## src/rtl/disp_timing_gen.sv

```systemverilog
module disp_timing_gen #(
  parameter int          CW       = 16,
  parameter int          AW       = 10,
  parameter logic [31:0] ID_VALUE = 32'h7D15_0001
) (
  input  logic          clk,
  input  logic          rst_n,
  input  logic          reg_we,
  input  logic [AW-1:0] reg_addr,
  input  logic [31:0]   reg_wdata,
  output logic [31:0]   reg_rdata,
  output logic          hsync,
  output logic          vsync,
  output logic          de,
  output logic          frame_start,
  output logic          fmt_xrgb,
  output logic [CW-1:0] pix_x,
  output logic [CW-1:0] pix_y
);

  localparam logic [AW-1:0] A_CTRL  = AW'(12'h000);
  localparam logic [AW-1:0] A_STAT  = AW'(12'h004);
  localparam logic [AW-1:0] A_TOT   = AW'(12'h010);
  localparam logic [AW-1:0] A_HS    = AW'(12'h014);
  localparam logic [AW-1:0] A_VS    = AW'(12'h018);
  localparam logic [AW-1:0] A_BLK   = AW'(12'h01C);
  localparam logic [AW-1:0] A_BUF   = AW'(12'h040);
  localparam logic [AW-1:0] A_PITCH = AW'(12'h050);
  localparam logic [AW-1:0] A_GO    = AW'(12'h084);
  localparam logic [AW-1:0] A_ID    = AW'(12'h3FC);
  localparam int            HI      = 16;

  logic [4:1]    ctrl_q;
  logic [31:0]   sh_tot, sh_hs, sh_vs, sh_blk;
  logic [31:0]   act_tot, act_hs, act_vs, act_blk;
  logic [31:0]   buf_q, pitch_q;
  logic          pend;
  logic [CW-1:0] cnt_x, cnt_y;

  wire en        = ctrl_q[1];
  wire wrap_x    = cnt_x == act_tot[HI+CW-1:HI];
  wire wrap_y    = cnt_y == act_tot[CW-1:0];
  wire frame_end = wrap_x && wrap_y;
  wire commit    = pend && (!en || frame_end);

  wire [CW-1:0] hact = act_tot[HI+CW-1:HI] - act_blk[HI+CW-1:HI];
  wire [CW-1:0] vact = act_tot[CW-1:0] - act_blk[CW-1:0];
  wire [CW:0]   hs_lo = {1'b0, hact} + {1'b0, act_hs[HI+CW-1:HI]};
  wire [CW:0]   hs_hi = {1'b0, hact} + {1'b0, act_hs[CW-1:0]};
  wire [CW:0]   vs_lo = {1'b0, vact} + {1'b0, act_vs[HI+CW-1:HI]};
  wire [CW:0]   vs_hi = {1'b0, vact} + {1'b0, act_vs[CW-1:0]};
  wire hs_on = ({1'b0, cnt_x} > hs_lo) && ({1'b0, cnt_x} <= hs_hi);
  wire vs_on = ({1'b0, cnt_y} > vs_lo) && ({1'b0, cnt_y} <= vs_hi);

  always_ff @(posedge clk or negedge rst_n) begin
    if (!rst_n) begin
      ctrl_q  <= '0;
      sh_tot  <= '0; sh_hs  <= '0; sh_vs  <= '0; sh_blk  <= '0;
      act_tot <= '0; act_hs <= '0; act_vs <= '0; act_blk <= '0;
      buf_q   <= '0; pitch_q <= '0;
      pend    <= 1'b0;
      cnt_x   <= '0; cnt_y  <= '0;
    end else begin
      if (reg_we) begin
        case (reg_addr)
          A_CTRL:  ctrl_q  <= reg_wdata[4:1];
          A_TOT:   sh_tot  <= reg_wdata;
          A_HS:    sh_hs   <= reg_wdata;
          A_VS:    sh_vs   <= reg_wdata;
          A_BLK:   sh_blk  <= reg_wdata;
          A_BUF:   buf_q   <= reg_wdata;
          A_PITCH: pitch_q <= reg_wdata;
          default: ;
        endcase
      end
      if (reg_we && reg_addr == A_GO && reg_wdata[0]) pend <= 1'b1;
      else if (commit)                                pend <= 1'b0;
      if (commit) begin
        act_tot <= sh_tot; act_hs <= sh_hs; act_vs <= sh_vs; act_blk <= sh_blk;
      end
      if (!en) begin
        cnt_x <= '0;
        cnt_y <= '0;
      end else if (wrap_x) begin
        cnt_x <= '0;
        cnt_y <= wrap_y ? '0 : cnt_y + 1'b1;
      end else begin
        cnt_x <= cnt_x + 1'b1;
      end
    end
  end

  always_comb begin
    case (reg_addr)
      A_CTRL:  reg_rdata = {27'd0, ctrl_q, 1'b0};
      A_STAT:  reg_rdata = {30'd0, en, 1'b0};
      A_TOT:   reg_rdata = sh_tot;
      A_HS:    reg_rdata = sh_hs;
      A_VS:    reg_rdata = sh_vs;
      A_BLK:   reg_rdata = sh_blk;
      A_BUF:   reg_rdata = buf_q;
      A_PITCH: reg_rdata = pitch_q;
      A_GO:    reg_rdata = {31'd0, pend};
      A_ID:    reg_rdata = ID_VALUE;
      default: reg_rdata = '0;
    endcase
  end

  assign de          = en && cnt_x < hact && cnt_y < vact;
  assign frame_start = en && cnt_x == '0 && cnt_y == '0;
  assign hsync       = (en && hs_on) ? ctrl_q[4] : ~ctrl_q[4];
  assign vsync       = (en && vs_on) ? ctrl_q[3] : ~ctrl_q[3];
  assign fmt_xrgb    = ctrl_q[2];
  assign pix_x       = cnt_x;
  assign pix_y       = cnt_y;

  AST_IDLE_HOLD: assert property (@(posedge clk) disable iff (!rst_n)
    !en |=> (pix_x == '0 && pix_y == '0));
  AST_POS_BOUND: assert property (@(posedge clk) disable iff (!rst_n)
    (cnt_x <= act_tot[HI+CW-1:HI] && cnt_y <= act_tot[CW-1:0]));
  AST_ROW_STEP: assert property (@(posedge clk) disable iff (!rst_n)
    (en && wrap_x && !wrap_y) |=> (pix_x == '0 && pix_y == CW'($past(pix_y) + 1'b1)));
  AST_FS_PULSE: assert property (@(posedge clk) disable iff (!rst_n)
    (frame_start && act_tot[HI+CW-1:HI] != '0) |=> !frame_start);
  AST_FRAME_HOLD: assert property (@(posedge clk) disable iff (!rst_n)
    (en && !frame_end) |=> ($stable(act_tot) && $stable(act_blk) && $stable(act_hs) && $stable(act_vs)));

endmodule

```

## config.mk

```make
export PLATFORM = sky130hd
export DESIGN_NAME = disp_timing_gen
export DESIGN_NICKNAME = d
export VERILOG_FILES = /design/src/rtl/disp_timing_gen.sv
export SDC_FILE = /design/constraint.sdc
export NUM_CORES = 1
export LEC_CHECK = 0
export ABC_AREA = 1
export BUFFER_PORTS_ARGS = -buffer_cell sky130_fd_sc_hd__buf_2
export CAP_MARGIN = 10
export CORE_ASPECT_RATIO = 0.9
export CORE_MARGIN = 5
export CORE_UTILIZATION = 45
export CTS_CLUSTER_SIZE = 24
export DETAILED_ROUTE_END_ITERATION = 6
export SLEW_MARGIN = 25
export SYNTH_ARGS = -nofsm -noshare
export SYNTH_HDL_FRONTEND = slang
export SYNTH_SLANG_ARGS = --single-unit
```

## constraint.sdc

```tcl
create_clock -name clk -period 13.75 [get_ports clk]
set_input_delay 1.375 -clock clk [delete_from_list [all_inputs] [get_ports clk]]
set_output_delay 1.375 -clock clk [all_outputs]
set_load 0.01 [all_outputs]
```

==> results.json, run 1 <==
{
  "run_status": "completed",
  "clock_sinks": 357,
  "setup_tns_ns": 0,
  "final.setup_skew_ns": 0.02735,
  "timing.fmax_mhz": 142.6,
  "synth_edf_count": 0,
  "grt_max_degree": 102,
  "drt_wl_total_um": 71760,
  "num_io_pins": 114,
  "setup_viol": 0,
  "tightest_slew_ns": 1.026,
  "cts-htree-levels": 2,
  "number_of_vias_per_cell_after_detailed_routing": 5.564,
  "groute.usage.overall": 0.2667,
  "most-common-layout-cells": "671 x sky130_fd_sc_hd__nand2_1, 357 x sky130_fd_sc_hd__dfrtp_1, 328 x sky130_fd_sc_hd__inv_1",
  "cts.reportedPaths.clkPinSlew_ns": 0.06,
  "cts_hold_buffers": 0,
  "remaining_drc_errors": 0,
  "layout.cells.most_common": "sky130_fd_sc_hd__nand2_1",
  "portBuffers": 113,
  "n_antenna_cell": 0,
  "clock_latency_ns": 0.58,
  "design.die.area_um2": 53060,
  "floorplan.rows": 76,
  "hold_viol_final": 0,
  "syn_area_um2": 21840,
  "clk_path_buf_depth": 3,
  "top_usage_layer": "met1",
  "period_minus_slack_ns": 7.015,
  "ys_async_sr_fraction": 1.000,
  "cts_repair_resize_count": 0,
  "antenna_left": 0,
  "critPathMaxStageDelay_ns": 0.41,
  "postSynthNetCount": 2950,
  "detail_route.iter0.violations": 1704,
  "hp-class": "flop to flop",
  "die_width_um": 242.2,
  "post_cts.repair.setup_buffers": 0,
  "yosysSeqAreaShare": 0.4090,
  "cts_root_buffer": "sky130_fd_sc_hd__clkbuf_16",
  "synthToLayoutAreaGrowth_pct": 11.04,
  "min_setup_slack_post_route_ns": 6.735,
  "design.core.area_um2": 47930,
  "detailedRoute.firstPassIterationCount": 6,
  "required_arrival_time_at_the_worst_endpoint_ns": 12.38,
  "critical-path-slowest-cell": "sky130_fd_sc_hd__fa_1",
  "first_global_vias": 18266,
  "layout-drive-gt1-share": 0.08620,
  "cts_tree": "built",
  "ys_types": 47,
  "criticalPathCategory": "flop to primary output",
  "irDropWorstVdd_uv": 92.02,
  "grt_first_pass_wirelength_um": 110200,
  "critPathArrivalTime_ns": 5.64,
  "preCtsSetupSlack_ns": 7.344,
  "die_height_um": 219.0,
  "number_of_antenna_violations_at_the_first_check_in_global_routing": 1,
  "max-slew-margin-rel": 0.3140,
  "synth_seq_cells": 357,
  "synth_top_flop_cell": "sky130_fd_sc_hd__dfrtp_1",
  "grt_setup_unrepaired": "no",
  "crit_path_start_kind": "flop",
  "dp.final_hpwl_um": 53410,
  "min_period_over_period": 0.5102,
  "cts_inserted_buffers": 41,
  "gr-usage-met1": 0.4157,
  "maxSlewViolCount": 0,
  "path_buf_inv": 5,
  "final_nets": 3039,
  "family_with_the_most_delay_on_the_worst_path": "compound AO/OA/AOI/OAI gates",
  "post_synth.cell_area_avg_um2": 8.094,
  "place.gp.congestion": 0.9284,
  "syn_inst": 2699,
  "vias": 19156,
  "groute.layer.met3.usage": 0.04895,
  "globalRouteMet2Util": 0.3865,
  "worst-path-max-fanout": 5,
  "maxCapViolCount": 0,
  "routed_wire_length_per_instance_um": 20.84,
  "grt-ovfl-total": 0,
  "timing.critical_path.to_type": "primary output",
  "p_leak_nw": 12.12,
  "synth.yosys.warnings": 0,
  "power_per_cell_area_nw_per_um2": 100.9,
  "start_util": 0.4558
}
worst paths after layout:
path | depth (start not counted) | start | slack [ns] | end
worst max-delay path | 27 | act_tot[0] | 6.73 | vsync
worst min-delay path | 2 | sh_vs[11] | 0.49 | sh_vs[11]
worst max register to register | 12 | pix_y[8] | 9.51 | act_blk[26]
worst min register to register | 2 | sh_vs[11] | 0.49 | sh_vs[11]
max in group asynchronous | 3 | rst_n | 10.86 | act_hs[29]
min in group asynchronous | 1 | rst_n | 0.86 | pix_y[14]
layout make-up:
class,instances,area (um^2)
Inverter,332,1246
Clock buffer,55,1169
Fill cell,4691,23670
Clock inverter,19,206.4
Multi-Input combinational cell,1921,11160
Sequential cell,357,8934
Timing Repair Buffer,135,764.5
Tap cell,624,780.7
kinds of logic (layout without fill, tap and decap cells):
kind of cell             count (synthesis)  count (layout)  share of synthesized area
buffers and inverters                  421             541                    0.08185
XOR/XNOR                               109             109                    0.04370
AO/OA/AOI/OAI                          655             655                     0.1689
adder cells (fa/ha/maj)                206             206                     0.1201
flip-flops                             357             357                     0.4090
AND/OR/NAND/NOR                        951             951                     0.1766
cell usage after synthesis, types with 5 or more instances:
| cell type | count | area share |
|---|---|---|
| sky130_fd_sc_hd__nand2_1 | 677 | 0.12 |
| sky130_fd_sc_hd__dfrtp_1 | 357 | 0.41 |
| sky130_fd_sc_hd__inv_1 | 328 | 0.056 |
| sky130_fd_sc_hd__o21ai_0 | 278 | 0.064 |
| sky130_fd_sc_hd__ha_1 | 200 | 0.11 |
| sky130_fd_sc_hd__a21oi_1 | 173 | 0.040 |
| sky130_fd_sc_hd__nor2_1 | 121 | 0.021 |
| sky130_fd_sc_hd__nand3_1 | 72 | 0.016 |
| sky130_fd_sc_hd__o21ai_1 | 64 | 0.015 |
| sky130_fd_sc_hd__xor2_1 | 60 | 0.024 |
| sky130_fd_sc_hd__clkbuf_1 | 53 | 0.0091 |
| sky130_fd_sc_hd__xnor2_1 | 49 | 0.020 |
| sky130_fd_sc_hd__a221oi_1 | 32 | 0.013 |
| sky130_fd_sc_hd__nand4_1 | 28 | 0.0080 |
| sky130_fd_sc_hd__buf_6 | 26 | 0.013 |
| sky130_fd_sc_hd__nor3_1 | 25 | 0.0057 |
| sky130_fd_sc_hd__o211ai_1 | 22 | 0.0076 |
| sky130_fd_sc_hd__o21ai_2 | 18 | 0.0072 |
| sky130_fd_sc_hd__a21o_1 | 15 | 0.0052 |
| sky130_fd_sc_hd__nor4_1 | 12 | 0.0034 |
| sky130_fd_sc_hd__a31oi_1 | 11 | 0.0032 |
| sky130_fd_sc_hd__buf_2 | 9 | 0.0021 |
| sky130_fd_sc_hd__o2111ai_1 | 8 | 0.0032 |
| sky130_fd_sc_hd__fa_1 | 6 | 0.0055 |
| sky130_fd_sc_hd__o21a_1 | 6 | 0.0021 |
| sky130_fd_sc_hd__o31ai_1 | 6 | 0.0021 |
| sky130_fd_sc_hd__o21bai_1 | 5 | 0.0017 |
metrics by stage:
stage                     hold slack, ns  utilization  total power [mW]  std cells  area (um^2)
after floorplan                   0.4530            -             1.263       2699        21840
after global placement            0.4648       0.4768             1.355       3368        22850
after detailed placement          0.4727       0.4773             1.359       3369        22880
after CTS                         0.4870       0.5060             2.471       3443        24250
after global routing              0.4978       0.5061             2.553       3443        24260
final                             0.4852       0.5061             2.448       3443        24260
flip-flops by register name, summed over array words and instances (netlist names), 16 cells and up:
name	flops
sh_vs	32
sh_hs	32
pix_y	16
act_blk	32
buf_q	32
act_tot	32
act_hs	32
pix_x	16
pitch_q	32
sh_tot	32
act_vs	32
sh_blk	32
per-layer routing:
| layer | vias up | share of wire |
|---|---|---|
| met2 | 685 | 0.41 |
| met3 | 90 | 0.078 |
| met4 | 0 | 0.018 |
| met1 | 9229 | 0.50 |
| li1 | 9152 | - |
| met5 | - | 0 |
worst register-to-register path: cells and delay by family, from the launching register on:
family | cells | cell delay [ns]
simple gates | 7 | 1.12
buf+inv | 4 | 2.27
flops | 1 | 0.61
compound gates | 1 | 0.17
where the power goes:
group          leakage (nW)  internal [mW]  total [mW]  switching [mW]
registers              4.98           1.06        1.07         0.00745
clock network         0.669          0.640        1.11           0.467
logic                  6.47         0.0898       0.272           0.183
total                  12.1           1.79        2.45           0.657
Power figures use the tool's default switching activity.
==> run 2: changes to the inputs <==
--- a/config.mk
+++ b/config.mk
@@ -5,7 +5,7 @@
 export SDC_FILE = /design/constraint.sdc
 export NUM_CORES = 1
 export LEC_CHECK = 0
-export ABC_AREA = 1
+export ABC_AREA = 0
 export BUFFER_PORTS_ARGS = -buffer_cell sky130_fd_sc_hd__buf_2
 export CAP_MARGIN = 10
 export CORE_ASPECT_RATIO = 0.9
==> constraint.sdc (replaced) <==
create_clock -name clk -period 7 [get_ports clk]
set_input_delay 0.7 -clock clk [delete_from_list [all_inputs] [get_ports clk]]
set_output_delay 0.7 -clock clk [all_outputs]
set_load 0.01 [all_outputs]
==> results.json, run 2 <==
{
  "synth.cells.most_frequent": "357 x sky130_fd_sc_hd__dfrtp_1, 218 x sky130_fd_sc_hd__mux2_2, 200 x sky130_fd_sc_hd__ha_1",
  "placed_cell_area_um2": 23520,
  "tightest_slew_ns": 1.098,
  "sequentialPowerShare": 0.486,
  "finish.instance_area_um2": 25100,
  "postSynthNetCount": 2213,
  "highest_layer": "met5",
  "vias": 16270,
  "ys_types": 66,
  "final_nets": 2330,
  "first_global_vias": 16046,
  "max-slew-margin-rel": 0.2673,
  "run_status": "completed",
  "required_arrival_time_at_the_worst_endpoint_ns": 6.30,
  "syn_area_um2": 22260,
  "critPathMaxStageDelay_ns": 0.40,
  "dp.final_hpwl_um": 51330,
  "criticalPathCategory": "flop to primary output",
  "drt_wl_total_um": 68620,
  "cts_tree": "built",
  "start_util": 0.4539,
  "portBuffers": 113,
  "total_switching_power_mw": 1.008,
  "place.gp.congestion": 0.9209,
  "maxCapViolCount": 0,
  "timing.fmax_mhz": 149.2,
  "synthToLayoutAreaGrowth_pct": 12.78,
  "period_minus_slack_ns": 6.702,
  "route.met2.wl_um": 28530,
  "met3_wirelength_um": 3960,
  "internal_power_mw": 3.304,
  "synth_top_flop_cell": "sky130_fd_sc_hd__dfrtp_1",
  "post_synth.cell_area_avg_um2": 11.34,
  "layout-drive-gt1-share": 0.2792,
  "yosysSeqAreaShare": 0.4014,
  "detail_route.iter0.violations": 1243,
  "maxSlewViolCount": 0,
  "antenna_left": 0,
  "critPathArrivalTime_ns": 6.00,
  "cts_inserted_buffers": 39,
  "ys_async_sr_fraction": 1.000,
  "grt_max_degree": 169,
  "hp-class": "primary input to asynchronous set/reset pin",
  "crit_path_start_kind": "flop",
  "timing.critical_path.to_type": "primary output",
  "most-common-layout-cells": "357 x sky130_fd_sc_hd__dfrtp_1, 218 x sky130_fd_sc_hd__mux2_2, 197 x sky130_fd_sc_hd__ha_1",
  "comb_power_share": 0.036,
  "hold-worst-slack_ns": 0.01866,
  "synth_area_leader_cell": "sky130_fd_sc_hd__dfrtp_1",
  "die_width_um": 244.4,
  "preCtsSetupSlack_ns": 0.4140,
  "num_io_pins": 114,
  "number_of_antenna_violations_at_the_first_check_in_global_routing": 2,
  "m1WireLength_um": 34770,
  "number_of_vias_per_cell_after_detailed_routing": 5.940,
  "critical-path-slowest-cell": "sky130_fd_sc_hd__dfrtp_1",
  "clk_path_buf_depth": 3,
  "synth_seq_cells": 357,
  "detailedRoute.firstPassIterationCount": 5,
  "share_of_the_synthesized_area_in_the_top_cell_type": 0.4014,
  "grt_setup_unrepaired": "yes",
  "synth.yosys.warnings": 0,
  "die_height_um": 221.0,
  "total_power_mw": 4.312,
  "synth_edf_count": 0,
  "ys_top_cells_by_area": "sky130_fd_sc_hd__dfrtp_1 40%, sky130_fd_sc_hd__ha_1 11%, sky130_fd_sc_hd__mux2_2 11%",
  "clock_latency_ns": 0.57,
  "syn_inst": 1962,
  "switching_share": 0.2337,
  "cts.reportedPaths.clkPinSlew_ns": 0.07,
  "power_per_cell_area_nw_per_um2": 171.8,
  "cts_root_buffer": "sky130_fd_sc_hd__clkbuf_16",
  "fin_cells": 2739,
  "groute.usage.overall": 0.2494,
  "design.core.area_um2": 49040,
  "remaining_drc_errors": 0,
  "p_leak_nw": 12.69,
  "cts_hold_buffers": 0,
  "placed_cells_incl_taps": 2665,
  "layout.cells.most_common": "sky130_fd_sc_hd__dfrtp_1",
  "grt-ovfl-total": 0,
  "synthMostInstantiatedCell": "sky130_fd_sc_hd__dfrtp_1",
  "clock_sinks": 357,
  "irDropWorstVdd_uv": 146.3,
  "setup_viol": 0,
  "finish.utilization": 0.5119,
  "final.setup_skew_ns": 0.01946,
  "design.die.area_um2": 54020,
  "hold_viol_final": 0,
  "worst-path-max-fanout": 5,
  "cts-htree-levels": 2,
  "setup_tns_ns": 0,
  "grt_first_pass_wirelength_um": 103600,
  "routed_wire_length_per_instance_um": 25.05,
  "floorplan.rows": 77,
  "min_period_over_period": 0.9574,
  "worst_path_most_repeated_cell": "sky130_fd_sc_hd__a21o_1",
  "min_setup_slack_post_route_ns": 0.2983,
  "clockPowerShare": 0.478
}
[run 2: cell count changes in the layout (fill, tap and decap cells not counted), sizes merged, moves of 24 or more]
| cell | previous run | this run |
|---|---|---|
| mux2 | 0 | 326 |
| nand3 | 73 | 31 |
| inv | 331 | 91 |
| nor2 | 122 | 95 |
| o21ai | 360 | 80 |
| nand2b | 0 | 24 |
| a21oi | 173 | 79 |
| nand2 | 679 | 72 |
[run 2: layout make-up]
cell class | instances | area (um^2)
fill | 4343 | 23940
multi-input combinational | 1451 | 12960
sequential | 357 | 8934
clock buffer | 51 | 1081
timing repair buffer | 142 | 822.0
tap | 632 | 790.8
inverter | 88 | 330.3
clock inverter | 17 | 180.2
antenna | 1 | 2.502
[run 2: power groups by stage]
stage / Clock (mW) / Sequential, mW / Combinational [mW]
floorplan: 0 / 2.13 / 0.0574
global placement: 0 / 2.13 / 0.151
CTS: 2.11 / 2.10 / 0.155
detailed placement: 0 / 2.13 / 0.154
global route: 2.18 / 2.10 / 0.173
finish: 2.06 / 2.10 / 0.154
[run 2: path summary, 6_finish.rpt]
kind	from	cells after the start	end	slack (ns)
min reg2reg	act_blk[3]	2	act_blk[3]	0.50
max reg2reg	pix_x[14]	7	act_blk[10]	2.67
max	act_tot[16]	26	hsync	0.30
min in group clk	reg_wdata[14]	2	sh_tot[14]	0.44
min	rst_n	1	pix_x[12]	0.02
max in group asynchronous	rst_n	2	act_tot[13]	5.62
[run 2: logic make-up after synthesis]
group	synth area share
AO/OA/AOI/OAI	0.1192
XOR/XNOR	0.05548
flip-flops	0.4014
buffers and inverters	0.03086
adder cells (fa/ha/maj)	0.1178
multiplexers	0.1930
AND/OR/NAND/NOR	0.08219
[run 2: critical path: cells and delay by family (launching register included)]
family	cells	cell delay (ns)
simple gates	3	0.43
xor+xnor	2	0.35
fa+ha+maj	4	1.00
buf+inv	3	0.28
flops	1	0.40
compound gates	14	2.94
[run 2: layer usage]
metal  up-vias  global-route usage
met4         2             0.05972
met5         -                   0
met3        71             0.03439
li1       7487                   -
met1      8263              0.4003
met2       447              0.3546
[run 2: repair_timing]
action	4_1_cts	5_1_grt
endpoints found under the setup margin	2	2
buffers inserted	0	5
pin swaps	1	8
endpoints found under the hold margin	0	0
resized for setup	5	46
==> run 3: changes to the inputs <==
--- a/config.mk
+++ b/config.mk
@@ -8,9 +8,10 @@
 export ABC_AREA = 0
 export BUFFER_PORTS_ARGS = -buffer_cell sky130_fd_sc_hd__buf_2
 export CAP_MARGIN = 10
-export CORE_ASPECT_RATIO = 0.9
+export CORE_ASPECT_RATIO = 1.75
 export CORE_MARGIN = 5
 export CORE_UTILIZATION = 45
+export CTS_BUF_LIST = sky130_fd_sc_hd__clkbuf_8 sky130_fd_sc_hd__clkbuf_16
 export CTS_CLUSTER_SIZE = 24
 export DETAILED_ROUTE_END_ITERATION = 6
 export SLEW_MARGIN = 25
==> results.json, run 3 (synthesized netlist as in run 2, its figures left out) <==
{
  "number_of_antenna_violations_at_the_first_check_in_global_routing": 3,
  "reg2reg_setup_slack_ns": 2.62,
  "grt-ovfl-total": 0,
  "clock_latency_ns": 0.56,
  "maxSlewViolCount": 0,
  "first_global_vias": 17231,
  "regArea_um2": 8934,
  "criticalPathCategory": "flop to primary output",
  "m1WireLength_um": 26930,
  "max-slew-margin-rel": 0.2156,
  "placed_cell_area_um2": 23600,
  "period_minus_slack_ns": 6.720,
  "floorplan.rows": 108,
  "timing.fmax_mhz": 148.8,
  "start_util": 0.4513,
  "finish.utilization": 0.5076,
  "fillers": 4464,
  "combined_area_of_the_multi_input_logic_cells_um2": 12890,
  "drt_wl_total_um": 70840,
  "route.met2.wl_um": 38100,
  "irDropWorstVdd_uv": 164.4,
  "finish.instance_area_um2": 25040,
  "die_width_um": 178.1,
  "vias": 16317,
  "final.setup_skew_ns": 0.01803,
  "power_per_cell_area_nw_per_um2": 170.4,
  "crit_path_start_kind": "flop",
  "tightest_slew_ns": 1.175,
  "worst-path-max-fanout": 5,
  "remaining_drc_errors": 0,
  "routed_wire_length_per_instance_um": 25.61,
  "cts.reportedPaths.clkPinSlew_ns": 0.06,
  "num_io_pins": 114,
  "antenna_left": 0,
  "place.gp.congestion": 0.9400,
  "cts_tree": "built",
  "grt_max_degree": 125,
  "detailedRoute.firstPassIterationCount": 5,
  "clk_path_buf_depth": 3,
  "crit-reg2reg-launch": "pix_x[15]",
  "worst_r2r_endpoint": "act_hs[28]",
  "setup_tns_ns": 0,
  "design.die.area_um2": 54180,
  "setup_viol": 0,
  "maxCapViolCount": 0,
  "min_period_over_period": 0.9600,
  "fin_cells": 2766,
  "groute.usage.overall": 0.2606,
  "min_setup_slack_post_route_ns": 0.2801,
  "total_power_mw": 4.266,
  "final_nets": 2332,
  "cts_root_buffer": "sky130_fd_sc_hd__clkbuf_16",
  "grt_first_pass_wirelength_um": 107100,
  "highest_layer": "met5",
  "run_status": "completed",
  "cts_inserted_buffers": 37,
  "cts-htree-levels": 2,
  "hold-worst-slack_ns": 0.02529,
  "portBuffers": 113,
  "timing.reg2reg.worst_path_depth": 7,
  "detail_route.iter0.violations": 849,
  "post_cts.repair.setup_buffers": 0,
  "synthToLayoutAreaGrowth_pct": 12.48,
  "layout-drive-gt1-share": 0.2751,
  "hold_viol_final": 0,
  "cts_hold_buffers": 0,
  "grt_setup_unrepaired": "yes",
  "critPathArrivalTime_ns": 6.02,
  "layout.cells.most_common": "sky130_fd_sc_hd__dfrtp_1",
  "p_leak_nw": 12.71,
  "clock_sinks": 357,
  "placed_cells_incl_taps": 2701,
  "required_arrival_time_at_the_worst_endpoint_ns": 6.30,
  "design.core.area_um2": 49320,
  "number_of_vias_per_cell_after_detailed_routing": 5.899,
  "met3_wirelength_um": 2193,
  "dp.final_hpwl_um": 54020,
  "preCtsSetupSlack_ns": 0.3728,
  "most-common-layout-cells": "357 x sky130_fd_sc_hd__dfrtp_1, 218 x sky130_fd_sc_hd__mux2_2, 198 x sky130_fd_sc_hd__ha_1",
  "die_height_um": 304.2,
  "timing.critical_path.to_type": "primary output",
  "hp-class": "primary input to asynchronous set/reset pin"
}
run 3: how the worst max path moves through the flow:
stage,from,endpoint,slack [ns],cells past startpoint
final,act_tot[0],vsync,0.28,27
after global routing,act_tot[16],hsync,-0.05,27
after CTS,act_tot[16],hsync,0.02,26
after detailed placement,act_tot[0],vsync,0.37,24
after global placement,act_tot[0],vsync,0.47,24
after floorplan,act_tot[16],hsync,1.23,25
run 3: worst max-delay path: stages (launching register included):
cell and delay (ns):
sky130_fd_sc_hd__dfrtp_1 0.40, sky130_fd_sc_hd__inv_1 0.06, sky130_fd_sc_hd__ha_1 0.16, sky130_fd_sc_hd__inv_1 0.06, sky130_fd_sc_hd__fa_1 0.40, sky130_fd_sc_hd__a21o_1 0.19, sky130_fd_sc_hd__a21oi_2 0.20, sky130_fd_sc_hd__o21ai_0 0.11
sky130_fd_sc_hd__a21o_1 0.25, sky130_fd_sc_hd__a21o_1 0.22, sky130_fd_sc_hd__xor2_2 0.17, sky130_fd_sc_hd__ha_1 0.35, sky130_fd_sc_hd__a21o_1 0.21, sky130_fd_sc_hd__a21oi_1 0.18, sky130_fd_sc_hd__o21bai_2 0.12, sky130_fd_sc_hd__a31oi_2 0.23
sky130_fd_sc_hd__a21oi_1 0.16, sky130_fd_sc_hd__nor2_1 0.14, sky130_fd_sc_hd__xor2_1 0.25, sky130_fd_sc_hd__ha_1 0.19, sky130_fd_sc_hd__nand4_1 0.14, sky130_fd_sc_hd__nor3_1 0.23, sky130_fd_sc_hd__o21ai_0 0.12, sky130_fd_sc_hd__nand3_1 0.13
sky130_fd_sc_hd__o2111ai_1 0.16, sky130_fd_sc_hd__o221ai_2 0.31, sky130_fd_sc_hd__xor2_1 0.18, sky130_fd_sc_hd__buf_2 0.15
run 3: timing repair:
item,CTS,global route
gates resized for setup,6,33
pin swaps,0,4
setup endpoints to repair,2,2
hold endpoints to repair,0,0
gates cloned,0,0
run 3: area by class of cell:
class,instances,area share
clock inverters,22,0.008796
well taps,660,0.03299
multi-input cells,1451,0.5147
repair buffers,146,0.03418
diodes,1,0.00009995
inverters,88,0.01319
clock buffers,41,0.03918
flip-flops and latches,357,0.3568
run 3: power breakdown:
part / total, mW / internal [mW] / leakage, nW / switching [mW]
logic: 0.159 / 0.0511 / 7.11 / 0.108
clock network: 2.01 / 1.13 / 0.617 / 0.880
registers: 2.10 / 2.08 / 4.98 / 0.0166
run 3: layer usage:
| metal | GRT usage | up-vias |
|---|---|---|
| met5 | 0 | - |
| met4 | 0.1169 | 4 |
| met3 | 0.02647 | 168 |
| met2 | 0.4806 | 380 |
| met1 | 0.2991 | 8278 |
| li1 | - | 7487 |
